===== config.mk =====
export PLATFORM = sky130hd
export DESIGN_NAME = sg_desc_dma
export DESIGN_NICKNAME = d
export VERILOG_FILES = /design/src/rtl/cdma_pkg.sv /design/src/rtl/cdma_desc_dec.sv /design/src/rtl/cdma_hop_cnt.sv /design/src/rtl/cdma_seq.sv /design/src/rtl/sg_desc_dma.sv
export SDC_FILE = /design/constraint.sdc
export NUM_CORES = 1
export LEC_CHECK = 0
export BUFFER_PORTS_ARGS = -buffer_cell sky130_fd_sc_hd__buf_2
export CORE_MARGIN = 5
export CORE_UTILIZATION = 49
export DETAILED_ROUTE_END_ITERATION = 16
export PLACE_DENSITY = 0.81
export SLEW_MARGIN = 20
export SYNTH_ARGS = -nofsm -noshare
export SYNTH_HDL_FRONTEND = slang
export SYNTH_SLANG_ARGS = --single-unit

===== constraint.sdc =====
create_clock -name clk -period 2.45 [get_ports clk]
set_input_delay 0.1225 -clock clk [delete_from_list [all_inputs] [get_ports clk]]
set_output_delay 0.1225 -clock clk [all_outputs]
set_load 0.02 [all_outputs]

===== src/rtl/cdma_pkg.sv =====
package cdma_pkg;

   typedef enum logic [1:0] {
      SEQ_IDLE  = 2'd0,
      SEQ_FETCH = 2'd1,
      SEQ_MOVE  = 2'd2
   } seq_t;

   typedef enum logic [1:0] {
      ACT_NOP  = 2'b00,
      ACT_RSV  = 2'b01,
      ACT_DATA = 2'b10,
      ACT_LINK = 2'b11
   } act_t;

   localparam logic [1:0] EC_STOP  = 2'd0;
   localparam logic [1:0] EC_FETCH = 2'd1;
   localparam logic [1:0] EC_MOVE  = 2'd3;

   localparam int DESC_BYTES = 8;

   typedef struct packed {
      logic        valid;
      logic        last;
      logic        irq;
      act_t        act;
      logic [15:0] len;
      logic [31:0] ptr;
   } desc_t;

endpackage


===== src/rtl/cdma_desc_dec.sv =====
module cdma_desc_dec
   import cdma_pkg::*;
#(
   parameter int MAX_LEN = 65532,
   parameter int ALIGN   = 4
) (
   input  logic [63:0] raw,
   output desc_t       d,
   output logic        malformed
);
   localparam int ALIGN_W = $clog2(ALIGN);

   generate
      if (MAX_LEN < 1 || MAX_LEN > 65535) begin : g_bad_len
         $error("cdma_desc_dec: MAX_LEN out of range");
      end
      if ((1 << ALIGN_W) != ALIGN) begin : g_bad_align
         $error("cdma_desc_dec: ALIGN must be a power of two");
      end
   endgenerate

   logic mis;
   logic rsvd_set;
   logic len_bad;

   generate
      if (ALIGN_W == 0) begin : g_no_align
         assign mis = 1'b0;
      end else begin : g_align
         assign mis = |raw[16 +: ALIGN_W];
      end
   endgenerate

   always_comb begin
      d.valid = raw[0];
      d.last  = raw[1];
      d.irq   = raw[2];
      d.act   = act_t'(raw[5:4]);
      d.len   = raw[31:16];
      d.ptr   = raw[63:32];
   end

   assign rsvd_set  = raw[3] | (|raw[7:6]) | (|raw[15:8]);
   assign len_bad   = (d.act == ACT_DATA) && (mis || (32'(d.len) > MAX_LEN));
   assign malformed = rsvd_set | len_bad;

endmodule


===== src/rtl/cdma_hop_cnt.sv =====
module cdma_hop_cnt #(
   parameter int MAX_HOPS = 16
) (
   input  logic clk,
   input  logic rst_n,
   input  logic clr,
   input  logic inc,
   output logic last
);
   generate
      if (MAX_HOPS < 0) begin : g_bad
         $error("cdma_hop_cnt: MAX_HOPS must not be negative");
      end
      if (MAX_HOPS == 0) begin : g_unlimited
         assign last = 1'b0;
      end else begin : g_limited
         localparam int CW = $clog2(MAX_HOPS + 1);
         logic [CW-1:0] cnt;
         always_ff @(posedge clk or negedge rst_n) begin
            if (!rst_n)   cnt <= '0;
            else if (clr) cnt <= '0;
            else if (inc) cnt <= cnt + CW'(1);
         end
         assign last = (cnt == CW'(MAX_HOPS - 1));
      end
   endgenerate

endmodule


===== src/rtl/cdma_seq.sv =====
module cdma_seq
   import cdma_pkg::*;
#(
   parameter int AW = 32
) (
   input  logic          clk,
   input  logic          rst_n,
   input  logic          go,
   input  logic [AW-1:0] tbl_base,
   input  logic          fetch_ack,
   input  logic          fetch_err,
   input  desc_t         d,
   input  logic          malformed,
   input  logic          mv_ack,
   input  logic          mv_err,
   input  logic          hop_last,
   output logic          hop_clr,
   output logic          hop_inc,
   output logic          busy,
   output logic          fetch_req,
   output logic [AW-1:0] sys_addr,
   output logic          mv_req,
   output logic [AW-1:0] mv_addr,
   output logic [15:0]   mv_len,
   output logic          seg_irq,
   output logic          xfer_done,
   output logic          err_irq,
   output logic [1:0]    err_code
);
   localparam logic [AW-1:0] STEP = AW'(DESC_BYTES);

   seq_t st;
   logic pend_irq;
   logic pend_last;
   logic pend_lim;
   logic bad_fetch;
   logic issue;

   assign bad_fetch = fetch_err | ~d.valid | malformed;
   assign issue     = (d.act == ACT_DATA) && (d.len != 16'd0);

   assign busy      = (st != SEQ_IDLE);
   assign fetch_req = (st == SEQ_FETCH);
   assign mv_req    = (st == SEQ_MOVE);
   assign hop_clr   = (st == SEQ_IDLE) && go;
   assign hop_inc   = (st == SEQ_FETCH) && fetch_ack;

   always_ff @(posedge clk or negedge rst_n) begin
      if (!rst_n) begin
         st        <= SEQ_IDLE;
         sys_addr  <= '0;
         mv_addr   <= '0;
         mv_len    <= '0;
         pend_irq  <= 1'b0;
         pend_last <= 1'b0;
         pend_lim  <= 1'b0;
         seg_irq   <= 1'b0;
         xfer_done <= 1'b0;
         err_irq   <= 1'b0;
         err_code  <= EC_STOP;
      end else begin
         seg_irq   <= 1'b0;
         xfer_done <= 1'b0;
         case (st)
            SEQ_IDLE: begin
               if (go) begin
                  sys_addr <= tbl_base;
                  err_irq  <= 1'b0;
                  err_code <= EC_STOP;
                  st       <= SEQ_FETCH;
               end
            end
            SEQ_FETCH: begin
               if (fetch_ack) begin
                  if (bad_fetch) begin
                     err_irq  <= 1'b1;
                     err_code <= EC_FETCH;
                     st       <= SEQ_IDLE;
                  end else if (issue) begin
                     mv_addr   <= AW'(d.ptr);
                     mv_len    <= d.len;
                     sys_addr  <= sys_addr + STEP;
                     pend_irq  <= d.irq;
                     pend_last <= d.last;
                     pend_lim  <= hop_last;
                     st        <= SEQ_MOVE;
                  end else begin
                     seg_irq <= d.irq;
                     if (d.act == ACT_LINK && !d.last) sys_addr <= AW'(d.ptr);
                     else                              sys_addr <= sys_addr + STEP;
                     if (d.last) begin
                        xfer_done <= 1'b1;
                        st        <= SEQ_IDLE;
                     end else if (hop_last) begin
                        err_irq  <= 1'b1;
                        err_code <= EC_STOP;
                        st       <= SEQ_IDLE;
                     end
                  end
               end
            end
            SEQ_MOVE: begin
               if (mv_ack) begin
                  if (mv_err) begin
                     err_irq  <= 1'b1;
                     err_code <= EC_MOVE;
                     st       <= SEQ_IDLE;
                  end else begin
                     seg_irq <= pend_irq;
                     if (pend_last) begin
                        xfer_done <= 1'b1;
                        st        <= SEQ_IDLE;
                     end else if (pend_lim) begin
                        err_irq  <= 1'b1;
                        err_code <= EC_STOP;
                        st       <= SEQ_IDLE;
                     end else begin
                        st <= SEQ_FETCH;
                     end
                  end
               end
            end
            default: st <= SEQ_IDLE;
         endcase
      end
   end

endmodule


===== src/rtl/sg_desc_dma.sv =====
module sg_desc_dma
   import cdma_pkg::*;
#(
   parameter int AW       = 32,
   parameter int MAX_HOPS = 16,
   parameter int MAX_LEN  = 65532,
   parameter int ALIGN    = 4
) (
   input  logic          clk,
   input  logic          rst_n,
   input  logic          go,
   input  logic [AW-1:0] tbl_base,
   output logic          busy,
   output logic [AW-1:0] sys_addr,
   output logic          fetch_req,
   output logic [AW-1:0] fetch_addr,
   input  logic          fetch_ack,
   input  logic          fetch_err,
   input  logic [63:0]   fetch_data,
   output logic          mv_req,
   output logic [AW-1:0] mv_addr,
   output logic [15:0]   mv_len,
   input  logic          mv_ack,
   input  logic          mv_err,
   output logic          seg_irq,
   output logic          xfer_done,
   output logic          err_irq,
   output logic [1:0]    err_code
);
   generate
      if (AW < 32 || AW > 64) begin : g_bad_aw
         $error("sg_desc_dma: AW must lie in 32..64");
      end
   endgenerate

   desc_t d;
   logic  malformed;
   logic  hop_clr;
   logic  hop_inc;
   logic  hop_last;

   cdma_desc_dec #(.MAX_LEN(MAX_LEN), .ALIGN(ALIGN)) u_dec (
      .raw       (fetch_data),
      .d         (d),
      .malformed (malformed)
   );

   cdma_hop_cnt #(.MAX_HOPS(MAX_HOPS)) u_hops (
      .clk   (clk),
      .rst_n (rst_n),
      .clr   (hop_clr),
      .inc   (hop_inc),
      .last  (hop_last)
   );

   cdma_seq #(.AW(AW)) u_seq (
      .clk       (clk),
      .rst_n     (rst_n),
      .go        (go),
      .tbl_base  (tbl_base),
      .fetch_ack (fetch_ack),
      .fetch_err (fetch_err),
      .d         (d),
      .malformed (malformed),
      .mv_ack    (mv_ack),
      .mv_err    (mv_err),
      .hop_last  (hop_last),
      .hop_clr   (hop_clr),
      .hop_inc   (hop_inc),
      .busy      (busy),
      .fetch_req (fetch_req),
      .sys_addr  (sys_addr),
      .mv_req    (mv_req),
      .mv_addr   (mv_addr),
      .mv_len    (mv_len),
      .seg_irq   (seg_irq),
      .xfer_done (xfer_done),
      .err_irq   (err_irq),
      .err_code  (err_code)
   );

   assign fetch_addr = sys_addr;

endmodule


# == Word level (Yosys, flattened, before mapping) ==
# Cells that the tools add are included.
# word_totals
register_bits,95
input_bits,103
output_inout_bits,120
wordCells,111
# classes
n_addsub,2
n_lt_le_gt_ge,1
n_eq_ne,15
muxes,54
n_bitwise,7
reduce_logical,20
# ops
cell,count
two-way mux 32 bit,5
case mux 32 bit (2 select lines),1
two-way mux 2 bit,18
"adder 32 x 4 -> 32 bit, second input constant",1
two-way mux 1 bit,23
"greater-than comparator 16 bit, second input constant",1
nonzero test 16 bit,1
case mux 2 bit (3 select lines),2
AND reduction 4 bit,3
two-way mux 5 bit,2
AND reduction 9 bit,1
OR reduction 8 bit,1
"equality test 2 bit, second input constant",3
"inequality test 3 x 1 -> 1 bit, second input constant",2
"inequality test 3 x 2 -> 1 bit, second input constant",2
nonzero test 2 bit,3
"adder 5 x 1 -> 5 bit, second input constant",1
"equality test 5 x 4 -> 1 bit, second input constant",1
logical AND 1 bit,5
"inequality test 5 x 1 -> 1 bit, second input constant",1
bitwise OR 1 bit,5
"inequality test 2 x 1 -> 1 bit, second input constant",2
"inequality test 2 bit, second input constant",2
case mux 1 bit (2 select lines),2
9 further kinds,11

# == Longest topological paths before layout ==
# depth
word_depth,8
ltp_mapped,10
depth_no_buf,8

# == By module ==
# From an unflattened synthesis, not the netlist that was laid out.
# hier_totals
hier_cells,592
area_unflattened_um2,5796.8
# by_module_without_submodules
mod,n_inst,cells_each,area_per_inst_um2
cdma_seq,1,478,4845.9
cdma_desc_dec,1,59,440.4
cdma_hop_cnt,1,23,270.3
sg_desc_dma,1,32,240.2

# == Worst setup path after synthesis ==
# Ideal clock, no wire load.
# synth_timing
path_type,register -> register
start,register u_seq.st[1]
end,register u_seq.mv_addr[0]
setup_time_ps,125
arrival_time_ps,2254
t_required_ps,2325
setup_slack_ps,71
path_stages_with_launch,10
path_buffers,2
synth_period_minus_slack_ps,2379
cell_sequence,dfrtp_1 inv_1 ha_1 clkinv_1 nor2_2 nand3_2 or2_1 buf_6 buf_6 mux2_4
# synth_via
elab_chain_cells,2
# synth_lines
element,line,text
start: declaration,cdma_seq.sv:32,seq_t st;
start signal: assignment,cdma_seq.sv:50,st <= SEQ_IDLE;
start signal: assignment,cdma_seq.sv:70,st <= SEQ_FETCH;
start signal: assignment,cdma_seq.sv:78,st <= SEQ_IDLE;
equality test 2 x 1 -> 1 bit,n/a,
named net fetch_req,sg_desc_dma.sv:15,"output logic fetch_req,"
AND reduction 4 bit (no source line),n/a,
end signal: assignment,cdma_seq.sv:80,mv_addr <= AW'(d.ptr);
end: declaration,cdma_seq.sv:23,"output logic [AW-1:0] mv_addr,"
# The timed path passes the listed nets, and every way through them passes these cells.
# A chain may end at the register's enable or synchronous reset.

# == Final worst setup path ==
# layout_timing
start,input port fetch_data[20]
end,register u_seq.mv_addr[11]
# layout_via
elab_chain_cells,7
elab_cells_between_ends,9
cone_classes,order compare: 1; bitwise: 3; reduce/logical: 5
# layout_lines
element,line,text
start: declaration,sg_desc_dma.sv:19,"input logic [63:0] fetch_data,"
greater-than comparator 16 bit,cdma_desc_dec.sv:44,assign len_bad = (d.act == ACT_DATA) && (mis || (32'(d.len) > MAX_LEN));
logical OR 1 bit,cdma_desc_dec.sv:44,
logical AND 1 bit,cdma_desc_dec.sv:44,
bitwise OR 1 bit,cdma_desc_dec.sv:45,assign malformed = rsvd_set | len_bad;
bitwise OR 1 bit,cdma_seq.sv:39,assign bad_fetch = fetch_err | ~d.valid | malformed;
inverter 1 bit (no source line),n/a,
AND reduction 4 bit (no source line) (*),n/a,
# Mark *: on every way between the ends. The rest lies on a longest branch, timed or not.

==> impl_results.html <==
<table>
<tr><th>Metric</th><th>Value</th></tr>
<tr><th colspan="2">Outcome</th></tr>
<tr><td>Outcome</td><td>completed</td></tr>
<tr><th colspan="2">Flow run</th></tr>
<tr><td>Count of max-cap constraint violations</td><td>0</td></tr>
<tr><th colspan="2">Clock network</th></tr>
<tr><td>Num CTS Buffers</td><td>9</td></tr>
<tr><td>Source-to-sink clock delay at the later pin of the worst-skew pair</td><td>0.38 ns</td></tr>
<tr><td>CTS tree</td><td>yes</td></tr>
<tr><td>Depth of the CTS H-tree</td><td>3</td></tr>
<tr><td>Clk Tree Root Cell</td><td>clkbuf_8</td></tr>
<tr><td>Total number of clock tree sinks</td><td>95</td></tr>
<tr><td>Buffer levels on the longest clock path</td><td>2</td></tr>
<tr><td>CTS clk-pin slew, worst paths</td><td>0.09 ns</td></tr>
<tr><th colspan="2">Cells and area</th></tr>
<tr><td>Most common cell after layout, fill and taps aside</td><td>buf_2</td></tr>
<tr><td>Inserted Diodes</td><td>0</td></tr>
<tr><td>Total number of nets in the final design</td><td>859</td></tr>
<tr><td>Layout cell share with drive strength beyond 1</td><td>42.8%</td></tr>
<tr><td>Post-route cell area</td><td>0.00704 mm^2</td></tr>
<tr><td>Highest-count cells in the layout ignoring fill and taps</td><td>221 x buf_2, 95 x dfrtp_1, 49 x mux2_4, 43 x nor2_1</td></tr>
<tr><td>Post-layout util</td><td>64.7%</td></tr>
<tr><td>Relative area change from synthesis to final layout</td><td>29.3%</td></tr>
<tr><th colspan="2">Setup path</th></tr>
<tr><td>Critical path data arrival time</td><td>2.63 ns</td></tr>
<tr><td>Max FO, Critical Path</td><td>51</td></tr>
<tr><td>CP cell instances</td><td>dlygate4sd3_1 -&gt; buf_2 -&gt; nor4_2 -&gt; a41o_1 -&gt; or2_4 -&gt; mux2_4</td></tr>
<tr><td>Cell with the largest stage delay on the worst path</td><td>or2_4</td></tr>
<tr><td>Classification of the worst setup path</td><td>in2reg</td></tr>
<tr><td>Largest incremental delay on the critical path</td><td>0.82 ns</td></tr>
<tr><td>Nature of the critical path startpoint</td><td>primary input</td></tr>
<tr><td>Endpoint kind of the worst setup timing path</td><td>register</td></tr>
<tr><td>Endpoint required time on the critical path</td><td>2.71 ns</td></tr>
<tr><th colspan="2">Yosys</th></tr>
<tr><td>Area of the mapped netlist</td><td>0.00545 mm^2</td></tr>
<tr><td>Post-synthesis sequential area ratio</td><td>43.6%</td></tr>
<tr><td>Yosys warns</td><td>0</td></tr>
<tr><td>Synthesized area per cell</td><td>10.3 um^2</td></tr>
<tr><td>Most frequently used flop master after synthesis</td><td>dfrtp_1</td></tr>
<tr><td>Async set or reset register ratio after synthesis</td><td>100%</td></tr>
<tr><td>Number of nets produced by synthesis</td><td>637</td></tr>
<tr><td>Count of state elements after synthesis</td><td>95</td></tr>
<tr><td>EDFF count, synth</td><td>0</td></tr>
<tr><td>Number of distinct library cell variants in the gate-level netlist after synthesis</td><td>65</td></tr>
<tr><td>Post-synthesis instance total</td><td>527</td></tr>
<tr><th colspan="2">Detailed routing</th></tr>
<tr><td>First-pass iteration count of the detailed router</td><td>5</td></tr>
<tr><td>Total Wirelength</td><td>16800 um</td></tr>
<tr><td>Detailed-routed wire length on met3</td><td>1330 um</td></tr>
<tr><td>Top layer in use</td><td>met5</td></tr>
<tr><td>Final antenna-violating net count</td><td>0</td></tr>
<tr><td>Detail-routed via count per cell</td><td>5.70</td></tr>
<tr><td>Met1 wire length</td><td>6880 um</td></tr>
<tr><td>Routed wirelength normalized by instance count</td><td>18.8 um</td></tr>
<tr><td>Met2 Wirelength</td><td>8170 um</td></tr>
<tr><td>Drc violations</td><td>0</td></tr>
<tr><td>Total vias in the final route</td><td>5094</td></tr>
<tr><td>Number of DRC markers in iteration 0</td><td>341</td></tr>
<tr><th colspan="2">Placed design</th></tr>
<tr><td>Post-placement cell area</td><td>0.00648 mm^2</td></tr>
<tr><td>Buffers on Ports</td><td>222</td></tr>
<tr><td>Half-perimeter wire length after placement</td><td>12100 um</td></tr>
<tr><td>Routability Congestion</td><td>0.990</td></tr>
<tr><td>Pre-CTS worst setup slack</td><td>0.0339 ns</td></tr>
<tr><th colspan="2">GRT</th></tr>
<tr><td>Total global-route track usage</td><td>24.6%</td></tr>
<tr><td>First-pass GRT wire length</td><td>25800 um</td></tr>
<tr><td>Remaining global-route overflow</td><td>0</td></tr>
<tr><td>Vias in the first global route</td><td>5046</td></tr>
<tr><td>Maximum number of pins on one net before global-route repair</td><td>52</td></tr>
<tr><td>Initial antenna violation count</td><td>1</td></tr>
<tr><th colspan="2">Pwr</th></tr>
<tr><td>Net switching power</td><td>2.98 mW</td></tr>
<tr><td>Switching Share</td><td>46.1%</td></tr>
<tr><td>Max rail drop VDD</td><td>0.000479 V</td></tr>
<tr><td>Part of the total power dissipated in combinational logic</td><td>47.6%</td></tr>
<tr><td>Cell Pwr Density</td><td>918 mW/mm^2</td></tr>
<tr><td>Sequential power share</td><td>35.7%</td></tr>
<tr><td>Share of total power in the clock network</td><td>16.7%</td></tr>
<tr><td>Leakage component of the power</td><td>3.73 nW</td></tr>
<tr><td>Cell internal power dissipation</td><td>3.48 mW</td></tr>
<tr><th colspan="2">Timing</th></tr>
<tr><td>Final setup viols</td><td>0</td></tr>
<tr><td>Count of final hold-check violations</td><td>0</td></tr>
<tr><td>Share of the cycle needed by the critical path after routing</td><td>96.5%</td></tr>
<tr><td>Maximum clock skew at final layout</td><td>0.00922 ns</td></tr>
<tr><td>Crit path time final</td><td>2.37 ns</td></tr>
<tr><td>Setup slack of the critical path after layout</td><td>0.0849 ns</td></tr>
<tr><td>Relative slew margins</td><td>33.1%</td></tr>
<tr><td>Fmax achieved</td><td>423 MHz</td></tr>
<tr><td>Transition time at the pin with the least slew margin</td><td>1.00 ns</td></tr>
<tr><td>Slew Limit Fails</td><td>0</td></tr>
<tr><th colspan="2">Hold path</th></tr>
<tr><td>Class of the most critical hold timing path</td><td>in2reg</td></tr>
<tr><th colspan="2">Floorplan</th></tr>
<tr><td>Die boundary height</td><td>115 um</td></tr>
<tr><td>X dimension of the die</td><td>115 um</td></tr>
<tr><td>Io pins</td><td>223</td></tr>
<tr><td>Site row count</td><td>38</td></tr>
<tr><td>Effective utilization at floorplan</td><td>50.0%</td></tr>
<tr><td>Core ar.</td><td>0.0109 mm^2</td></tr>
<tr><td>Area of the die</td><td>0.0133 mm^2</td></tr>
</table>
[cell families after synthesis]
family          share of synthesized area (%)
simple gates                             14.0
compound gates                           16.3
buf+inv                                  8.06
xor+xnor                                 1.93
flops                                    43.6
fa+ha+maj                                1.61
mux                                      14.4
[routing by layer]
metal	track usage, %	vias up
met5	0	-
met4	8.92	2
met3	5.80	33
met2	39.4	226
met1	32.9	2508
li1	-	2325
[what timing repair did]
| item | in CTS | in global routing |
|---|---|---|
| resized for setup | 0 | 7 |
| hold buffers | 23 | 10 |
| buffers inserted | 0 | 1 |
| setup endpoints to repair | 0 | 22 |
| hold endpoints to repair | 69 | 10 |
[critical path: cells and delay by family]
family          cells  cell delay (ns)
mux                 1             0.37
compound gates      1             0.31
simple gates        2             1.06
buf+inv             2             0.71
[synthesized netlist by cell type (3+ instances only)]
master      n  share of area, %
dfrtp_1    95                44
mux2_4     48                13
nor2_1     44               3.0
o21ai_0    42               3.9
nand2_1    41               2.8
a21oi_1    34               3.1
buf_4      32               4.4
clkbuf_1   21               1.4
nand3_1    13               1.2
a31oi_1    10               1.1
inv_1       9              0.62
a211oi_1    7              0.96
and3_1      7              0.80
ha_1        7               1.6
nor4_1      7              0.80
xor2_1      7               1.1
buf_6       6               1.2
o211ai_1    6              0.83
xnor2_1     5              0.80
a221oi_1    4              0.64
and2_1      4              0.46
mux2_2      4              0.83
nand4_1     4              0.46
nor3_1      4              0.37
o221ai_1    4              0.64
o2bb2ai_1   4              0.64
a221o_1     3              0.55
and4_1      3              0.48
buf_2       3              0.28
o22a_1      3              0.48
o31ai_1     3              0.41
or2_2       3              0.34
[cell type report]
class                           count  area, um^2
Multi-Input combinational cell    360        2670
Clock inverter                      5        56.3
Timing Repair Buffer              273        1590
Fill cell                         899        3840
Clock buffer                       11         141
Tap cell                          140         175
Inverter                           10        37.5
Sequential cell                    95        2380
[flip-flops by register name (all words and copies together), names as in the netlist, 2 cells and up]
register and count:
u_seq.err_code 2, u_seq.mv_addr 32, u_seq.st 2, u_seq.mv_len 16
u_seq.sys_addr 32, u_hops.g_limited.cnt 5
[worst paths after layout]
kind,start,endpoint,slack [ns],depth (start not counted)
max,fetch_data[20],u_seq.mv_addr[11],0.08,6
min,fetch_data[63],u_seq.mv_addr[31],0.0004,2
max reg2reg,u_seq.st[1],u_seq.mv_addr[11],0.12,7
min reg2reg,u_seq.mv_len[0],u_seq.mv_len[0],0.50,1
max in group asynchronous,rst_n,u_seq.sys_addr[31],1.46,3
min in group asynchronous,rst_n,u_hops.g_limited.cnt[4],0.30,2
[power groups by stage]
stage / sequential (mW) / clock (mW) / combinational (mW)
floorplan: 2.56 / 0 / 1.91
global placement: 2.31 / 0 / 2.95
detailed placement: 2.33 / 0 / 3.01
CTS: 2.30 / 1.09 / 3.06
global route: 2.36 / 1.16 / 3.35
finish: 2.31 / 1.08 / 3.08
[metrics by stage]
step           hold slack, ns  power (mW)  cells  setup TNS, ns
5_1_grt              0.000636        6.87    894       -0.00863
3_3_place_gp            0.175        5.26    844              0
6_report             0.000364        6.47    894              0
3_5_place_dp            0.183        5.34    844              0
2_1_floorplan          -0.173        4.47    527              0
4_1_cts             0.0000914        6.44    883              0
Note: power is estimated with default switching activity, not from simulation.
